--- config.mk ---
export PLATFORM = sky130hd
export DESIGN_NAME = e1_ssm_rx
export DESIGN_NICKNAME = d
export VERILOG_FILES = /design/src/rtl/e1_ssm_rx.sv
export SDC_FILE = /design/constraint.sdc
export NUM_CORES = 1
export LEC_CHECK = 0
export BUFFER_PORTS_ARGS = -buffer_cell sky130_fd_sc_hd__clkbuf_2
export CAP_MARGIN = 20
export CELL_PAD_IN_SITES_DETAIL_PLACEMENT = 2
export CELL_PAD_IN_SITES_GLOBAL_PLACEMENT = 2
export CORE_MARGIN = 1
export CORE_UTILIZATION = 32
export DETAILED_ROUTE_END_ITERATION = 10
export PLACE_DENSITY_LB_ADDON = 0.1
export REMOVE_ABC_BUFFERS = 1
export SYNTH_ARGS = -nofsm -noshare
export SYNTH_HDL_FRONTEND = slang
export SYNTH_SLANG_ARGS = --single-unit
--- constraint.sdc ---
create_clock -name clk -period 2.05 [get_ports clk]
set_input_delay 0.41 -clock clk [delete_from_list [all_inputs] [get_ports clk]]
set_output_delay 0.41 -clock clk [all_outputs]
set_load 0.02 [all_outputs]
--- src/rtl/e1_ssm_rx.sv ---
module e1_ssm_rx #(
  parameter int MATCH_N = 3
) (
  input  logic       clk,
  input  logic       rst_n,
  input  logic       frm_stb,
  input  logic [7:0] ts0_byte,
  input  logic [3:0] frm_idx,
  input  logic       mf_lock,
  input  logic [2:0] sa_sel,
  input  logic       irq_clr,
  output logic [3:0] ssm_code,
  output logic       ssm_valid,
  output logic       ssm_irq
);
  localparam int MSG_W = 4;
  localparam int CNT_W = $clog2(MATCH_N + 1);

  logic [MSG_W-2:0] asm_q;
  logic [1:0]       nxt_q;
  logic             inprog_q;
  logic             half_q;
  logic [MSG_W-1:0] last_q;
  logic [CNT_W-1:0] mcnt_q;

  wire [2:0] sel_c  = (sa_sel > 3'd4) ? 3'd4 : sa_sel;
  wire [2:0] bitpos = 3'd4 - sel_c;
  wire       sa_bit = ts0_byte[bitpos];
  wire [1:0] pos    = frm_idx[2:1];
  wire       take   = frm_stb && mf_lock && frm_idx[0];
  wire       accept = take && ((pos == 2'd0) ||
                               (inprog_q && pos == nxt_q && frm_idx[3] == half_q));
  wire       done   = accept && (pos == 2'd3);

  wire [MSG_W-1:0] newc = {asm_q, sa_bit};
  wire             same = (mcnt_q != '0) && (newc == last_q);
  wire [CNT_W-1:0] mnext = !same ? CNT_W'(1) :
                           (mcnt_q == CNT_W'(MATCH_N)) ? mcnt_q : mcnt_q + CNT_W'(1);
  wire             hit  = done && (mnext == CNT_W'(MATCH_N));
  wire             ev   = hit && (!ssm_valid || newc != ssm_code);

  always_ff @(posedge clk or negedge rst_n) begin
    if (!rst_n) begin
      asm_q     <= '0;
      nxt_q     <= '0;
      inprog_q  <= 1'b0;
      half_q    <= 1'b0;
      last_q    <= '0;
      mcnt_q    <= '0;
      ssm_code  <= '0;
      ssm_valid <= 1'b0;
    end else if (!mf_lock) begin
      inprog_q  <= 1'b0;
      mcnt_q    <= '0;
      ssm_valid <= 1'b0;
    end else if (take) begin
      if (accept) begin
        asm_q    <= newc[MSG_W-2:0];
        nxt_q    <= pos + 2'd1;
        inprog_q <= !done;
        if (pos == 2'd0) half_q <= frm_idx[3];
      end else begin
        inprog_q <= 1'b0;
      end
      if (done) begin
        last_q <= newc;
        mcnt_q <= mnext;
      end
      if (hit) begin
        ssm_valid <= 1'b1;
        ssm_code  <= newc;
      end
    end
  end

  always_ff @(posedge clk or negedge rst_n) begin
    if (!rst_n)       ssm_irq <= 1'b0;
    else if (ev)      ssm_irq <= 1'b1;
    else if (irq_clr) ssm_irq <= 1'b0;
  end
endmodule

==> impl_results.md, run 1 <==
- Slew Viols, Final: 0
- Top_reg_cell synth: dfrtp_1
- Worst EP required: 2.25 ns
- Dpl hpwl: 2.40 mm
- Port Buffers: 25
- Ys async rst share: 100%
- Initial antenna violation count: 0
- CTS clk-pin slew, worst paths: 0.12 ns
- Hold Buf Count CTS: 0
- Cell Pwr Density: 631 nW/um^2
- Yosys cell types: 33
- Core area: 3360 um^2
- Rows: 21
- Critical Path Sink Type: flop
- Largest net degree at the start of global routing: 20
- Peak supply drop: 0.000341 V
- Gr ovfl total: 0
- Startpoint types: primary input
- Die extent in y: 61.3 um
- Outcome: finished, final reports clean
- Sink Count: 19
- DIE AREA: 3760 um^2
- Total CTS buffers: 3
- Worst clock skew: 0.00421 ns
- Antenna diodes: 0
- Routability cong.: 0.712
- Least-Margin Pin Slew: 0.504 ns
- DRT Wirelength: 3.12 mm
- Root Driver: clkbuf_4
- Final design utilization: 44.2%
- Synth Cell Area: 1130 um^2
- Pre-CTS setup slack: -0.468 ns
- Drt via density: 5.01
- CP Data Arrival Time: 2.25 ns
- FMAX: 489 MHz
- Leak: 0.702 nW
- Worst-Skew Late Latency: 0.31 ns
- Tmin final: 2.05 ns
- Final nets: 176
- Yosys Warn Count: 0
- Hold Path Class: in2async
- Vias post-DR: 991
- Number of enable flip-flop cells after synthesis: 0
- Fill cells: 403
- Mapped Cells: 113
- Final ANT Viol Nets: 0
- Final worst path period share: 99.8%
- Crit-path max FO: 4
- CTS H-tree lvls: 1
- Total track usage: 18.0%
- Final hold violations: 0
- Initial Util: 33.5%
- Setup WS post-layout: 0.00418 ns
- Routed len/inst: 15.7 um
- Syn avg cell area: 9.97 um^2
- CP Class: in2reg
- 1st-iter DRT viols: 12
- Post-synthesis sequential area ratio: 42.2%
- Drt pass-1 iters: 2
- Vias in the first global route: 1047
- Drt drc: 0
- TritonCTS clock tree: done
- Maxcap violations: 0
- IO Pins: 26
- Worst slew margin: 66.4%
- FF+latch count, synth: 19
- First-pass GRT wire length: 4.70 mm
- Final Setup Violations: 0
- Chip Width: 61.3 um
- Clock Path Buffers: 2
- Area growth from synthesis to layout: 32.1%
- Share of cells above drive strength 1: 40.8%
- Final Total Pwr: 0.938 mW
logic make-up after synthesis:
group                      Yosys count  share of synthesized area (%)
AOI/OAI and AO/OA                   16                           11.2
xor gates and xnor gates            10                           7.78
adders and majority gates            3                           3.33
buffers and inverters                7                           3.00
DFF                                 19                           42.2
muxes                               14                           13.8
and+or+nand+nor                     44                           18.7
state kept, by name (all words and copies together) (netlist names):
signal,flops
asm_q,3
half_q,1
inprog_q,1
last_q,4
mcnt_q,2
nxt_q,2
ssm_code,4
ssm_irq,1
ssm_valid,1
timing repair:
action | in CTS | in global routing
endpoints found under the hold margin | 0 | 0
resized for setup | 3 | 13
pin swaps | 1 | 2
setup endpoints to repair | 3 | 10
buffers inserted | 0 | 1
gates cloned | 0 | 0
synth_stat cells (2+ instances only):
master / count / area [um^2]
inv_1: 6 / 22.5
nand2_1: 22 / 82.6
dfrtp_1: 19 / 475
mux2_1: 3 / 33.8
mux2_2: 6 / 67.6
ha_1: 3 / 37.5
a221oi_1: 4 / 35.0
o21ai_0: 3 / 15.0
nor2_1: 5 / 18.8
nor4_1: 2 / 12.5
nand2b_1: 3 / 18.8
mux2i_1: 4 / 40.0
o21a_1: 2 / 15.0
xnor2_1: 9 / 78.8
nor2b_1: 4 / 25.0
metal layers:
| layer | part of all wire (%) | global-route usage, % | vias to the layer above |
|---|---|---|---|
| met4 | 1.7 | 8.77 | 0 |
| met5 | 0 | 0 | - |
| met2 | 55 | 34.5 | 18 |
| met3 | 3.0 | 2.73 | 4 |
| met1 | 40 | 19.1 | 493 |
| li1 | - | - | 476 |
cell usage in the layout (no fill, tap or decap), drive strengths merged, types with 2 or more instances in the layout:
cell	Yosys	routed
dfrtp	19	19
buf	1	11
xnor2	9	9
o21a	2	2
inv	6	6
o21ai	3	3
clkbuf	0	29
nor4	2	2
mux2i	5	5
mux2	9	9
nand2	22	22
ha	3	3
nor2	5	5
nand2b	3	3
a221oi	4	4
nor2b	4	4
critical path, stage by stage:
cell      delay [ns]
clkbuf_2        0.10
or2b_1          0.26
ha_4            0.18
nor2b_2         0.17
a221oi_2        0.25
o22a_2          0.23
mux2i_4         0.32
mux2_4          0.33
stage by stage:
stage	TNS, ns	area [um^2]	hold WS [ns]	instances
final	0	1490	0.0368	198
after global routing	-0.0868	1490	0.0705	198
after CTS	-0.0614	1420	0.0509	197
after detailed placement	-3.08	1370	0.410	193
after global placement	-1.98	1370	0.395	193
after floorplan	-0.742	1110	0.114	112
power by group:
group / switching [mW] / total (mW) / leakage [nW] / internal (mW)
Combinational: 0.139 / 0.275 / 0.433 / 0.136
Sequential: 0.0440 / 0.457 / 0.254 / 0.413
Clock: 0.130 / 0.206 / 0.0150 / 0.0761
final cells by class:
class	instances	area (um^2)	share of cell area [%]
Multi-Input combinational cell	87	698	46.9
Sequential cell	19	475	32.0
Timing Repair Buffer	36	208	14.0
Tap cell	46	57.6	3.87
Clock buffer	4	26.3	1.77
Inverter	6	22.5	1.51
final timing paths:
kind / from / end / slack, ns / cells after the start
max: sa_sel[0] / ssm_code[2] / 0.004 / 8
min: rst_n / mcnt_q[1] / 0.04 / 1
max reg2reg: half_q / mcnt_q[0] / 0.11 / 5
min reg2reg: nxt_q[1] / nxt_q[1] / 0.51 / 2
max in group asynchronous: rst_n / ssm_code[2] / 1.67 / 1
min in group clk: irq_clr / ssm_irq / 0.28 / 2
(Power assumes the default switching activity.)
==> run 2, diff against run 1 <==
- BUFFER_PORTS_ARGS: -buffer_cell sky130_fd_sc_hd__clkbuf_2 -> unset
- CORE_UTILIZATION: 32 -> 37
- DONT_BUFFER_PORTS: unset -> 1
==> impl_results.md, run 2 (synthesized netlist as in run 1, its figures left out) <==
- Gate power share: 23.8% (-5.5 points)
- Worst-Skew Late Latency: 0.30 ns (about the same)
- Hold Path Class: in2reg
- Tmin final: 1.96 ns (-0.0897 ns)
- Peak supply drop: 0.000336 V (-1.5%)
- Antenna diodes: 0 (unchanged)
- Pint: 0.592 mW (-5.3%)
- First-pass GRT wire length: 4.35 mm (-7.3%)
- Most frequent cells in the layout: 22 x nand2_1, 19 x dfrtp_1, 9 x xnor2_1
- Worst EP required: 2.24 ns (about the same)
- Outcome: finished with violations
- Switching share of power: 32.2% (-1.2 points)
- Setup TNS: 0 ns (unchanged)
- Sink Count: 19 (unchanged)
- TritonCTS clock tree: done
- Maxcap violations: 0 (unchanged)
- Share of cells above drive strength 1: 22.0% (-19 points)
- Core area: 2830 um^2 (-16%)
- CTS H-tree lvls: 1 (unchanged)
- Commonest non-fill, non-tap cell in the layout: nand2_1
- Worst flop-to-flop path startpoint: nxt_q[1]
- Critical Path Sink Type: flop
- Drt pass-1 iters: 9 (+7)
- Slowest stage delay, CP: 0.25 ns (-0.08 ns)
- Final nets: 147 (-16%)
- Share of power burned in registers: 53.7% (+5.0 points)
- Total track usage: 17.4% (-0.61 points)
- Final Setup Violations: 0 (unchanged)
- Largest net degree at the start of global routing: 20 (unchanged)
- Drt via density: 5.66 (+13%)
- Worst slew margin: 39.4% (-27 points)
- Dpl hpwl: 2.02 mm (-16%)
- CTS clk-pin slew, worst paths: 0.12 ns (about the same)
- 1st-iter DRT viols: 15 (+3)
- Reg2reg path depth: 5 (unchanged)
- Root Driver: clkbuf_4
- IO Pins: 26 (unchanged)
- Critical-path cell list: or2b_1 > ha_2 > buf_4 > nor2_1 > a221oi_2 > o22a_2 > buf_4 > and4_2 > a211o_1
- CP endpoint: ssm_code[0]
- Hold Path Depth: 1
- Startpoint types: primary input
- Worst Setup SP: sa_sel[0]
- Least-Margin Pin Slew: 0.905 ns (+0.402 ns)
- Die extent in y: 57.2 um (-6.8%)
- Gr ovfl total: 0 (unchanged)
- Largest regs: last_q x4, ssm_code x4, asm_q x3
- Drt drc: 3 (+3)
- DIE AREA: 3270 um^2 (-13%)
- Fill cells: 296 (-27%)
- Port Buffers: 0 (-100%)
- Cell mode on critical path: buf_4
- Crit-path max FO: 6 (+2)
- Area growth from synthesis to layout: 14.3%
- Final hold violations: 0 (unchanged)
- Initial antenna violation count: 0 (unchanged)
- Final ANT Viol Nets: 0 (unchanged)
- Routability cong.: 0.797 (+12%)
- CP Class: in2reg
- Total CTS buffers: 3 (unchanged)
- Rows: 19 (-9.5%)
- CP max stage cell: o22a_2
- Chip Width: 57.2 um (-6.8%)
- Clock Path Buffers: 2 (unchanged)
- Clock Power Share: 22.5% (+0.5 points)
- DRT Wirelength: 2.55 mm (-18%)
- RSZ-0062 raised after global routing: no
- Leak: 0.568 nW (-19%)
- Worst clock skew: 0.0124 ns (+0.00817 ns)
- CP Data Arrival Time: 2.15 ns (-0.10 ns)
- Final hold slack: 0.202 ns (+0.166 ns)
- Failing checks: DRC
- Sw Pwr: 0.281 mW (-10%)
- Vias in the first global route: 987 (-5.7%)
- Routed len/inst: 16.6 um (+5.1%)
- Slew Viols, Final: 0 (unchanged)
- FMAX: 511 MHz (+4.6%)
- Vias post-DR: 872 (-12%)
- R2R Path End: last_q[0]
- Cell Pwr Density: 678 nW/um^2 (+7.6%)
- R2r setup slk: 0.19 ns (+0.08 ns)
- Placed instance count: 148 (-23%)
- Initial Util: 39.8% (+6.3 points)
- Post-Layout Cell Count: 154 (-22%)
- Final worst path period share: 95.4% (-4.4 points)
[run 2: repair_timing]
action                                  in CTS  in global routing
setup buffers                                0                  1
hold buffers                                 1                  0
resized for setup                            1                  8
pin swaps                                    0                  3
hold endpoints to repair                    19                  0
endpoints found under the setup margin       3                  9
[run 2: worst min-delay path by stage]
stage | start | to | slack [ns]
CTS | frm_idx[1] | nxt_q[0] | 0.20
global route | frm_idx[1] | nxt_q[0] | 0.19
global placement | rst_n | mcnt_q[1] | 0.11
detailed placement | rst_n | ssm_irq | 0.11
floorplan | rst_n | asm_q[0] | 0.11
finish | frm_idx[1] | nxt_q[0] | 0.20
[run 2: layer usage]
metal | GRT usage [%] | vias up | wire length [um]
met5 | 0 | - | 0
met4 | 5.23 | 0 | 19
met2 | 33.3 | 13 | 1440
met3 | 2.49 | 2 | 69
li1 | - | 415 | -
met1 | 20.0 | 442 | 1030
[run 2: worst max-delay path: cells and delay by family]
kind	cells	cell delay [ns]
compound gates	3	0.60
fa+ha+maj	1	0.21
simple gates	3	0.61
buf+inv	2	0.31
[run 2: area by class of cell]
type / instances / area (um^2) / area share, %
clock buffer: 3 / 22.5 / 1.75
timing repair buffer: 7 / 55.1 / 4.28
inverter: 6 / 22.5 / 1.75
multi-input combinational: 87 / 668 / 51.9
tap: 31 / 38.8 / 3.01
clock inverter: 1 / 5.00 / 0.389
sequential: 19 / 475 / 36.9
[run 2: power groups by stage]
stage	clock (mW)	combinational, mW	sequential (mW)
CTS	0.206	0.196	0.472
global route	0.216	0.234	0.478
floorplan	0	0.145	0.465
global placement	0	0.174	0.475
finish	0.196	0.208	0.469
detailed placement	0	0.183	0.479
[run 2: metrics by stage]
| stage | util (%) | setup slack, ns | cell area (um^2) | total power, mW |
|---|---|---|---|---|
| 6_report | 45.5 | 0.0939 | 1290 | 0.873 |
| 5_1_grt | 45.5 | 0.00620 | 1290 | 0.928 |
| 4_1_cts | 43.7 | 0.0367 | 1240 | 0.874 |
| 3_5_place_dp | 42.1 | -0.337 | 1190 | 0.662 |
| 3_3_place_gp | 42.1 | -0.278 | 1190 | 0.649 |
| 2_1_floorplan | - | -0.247 | 1110 | 0.609 |
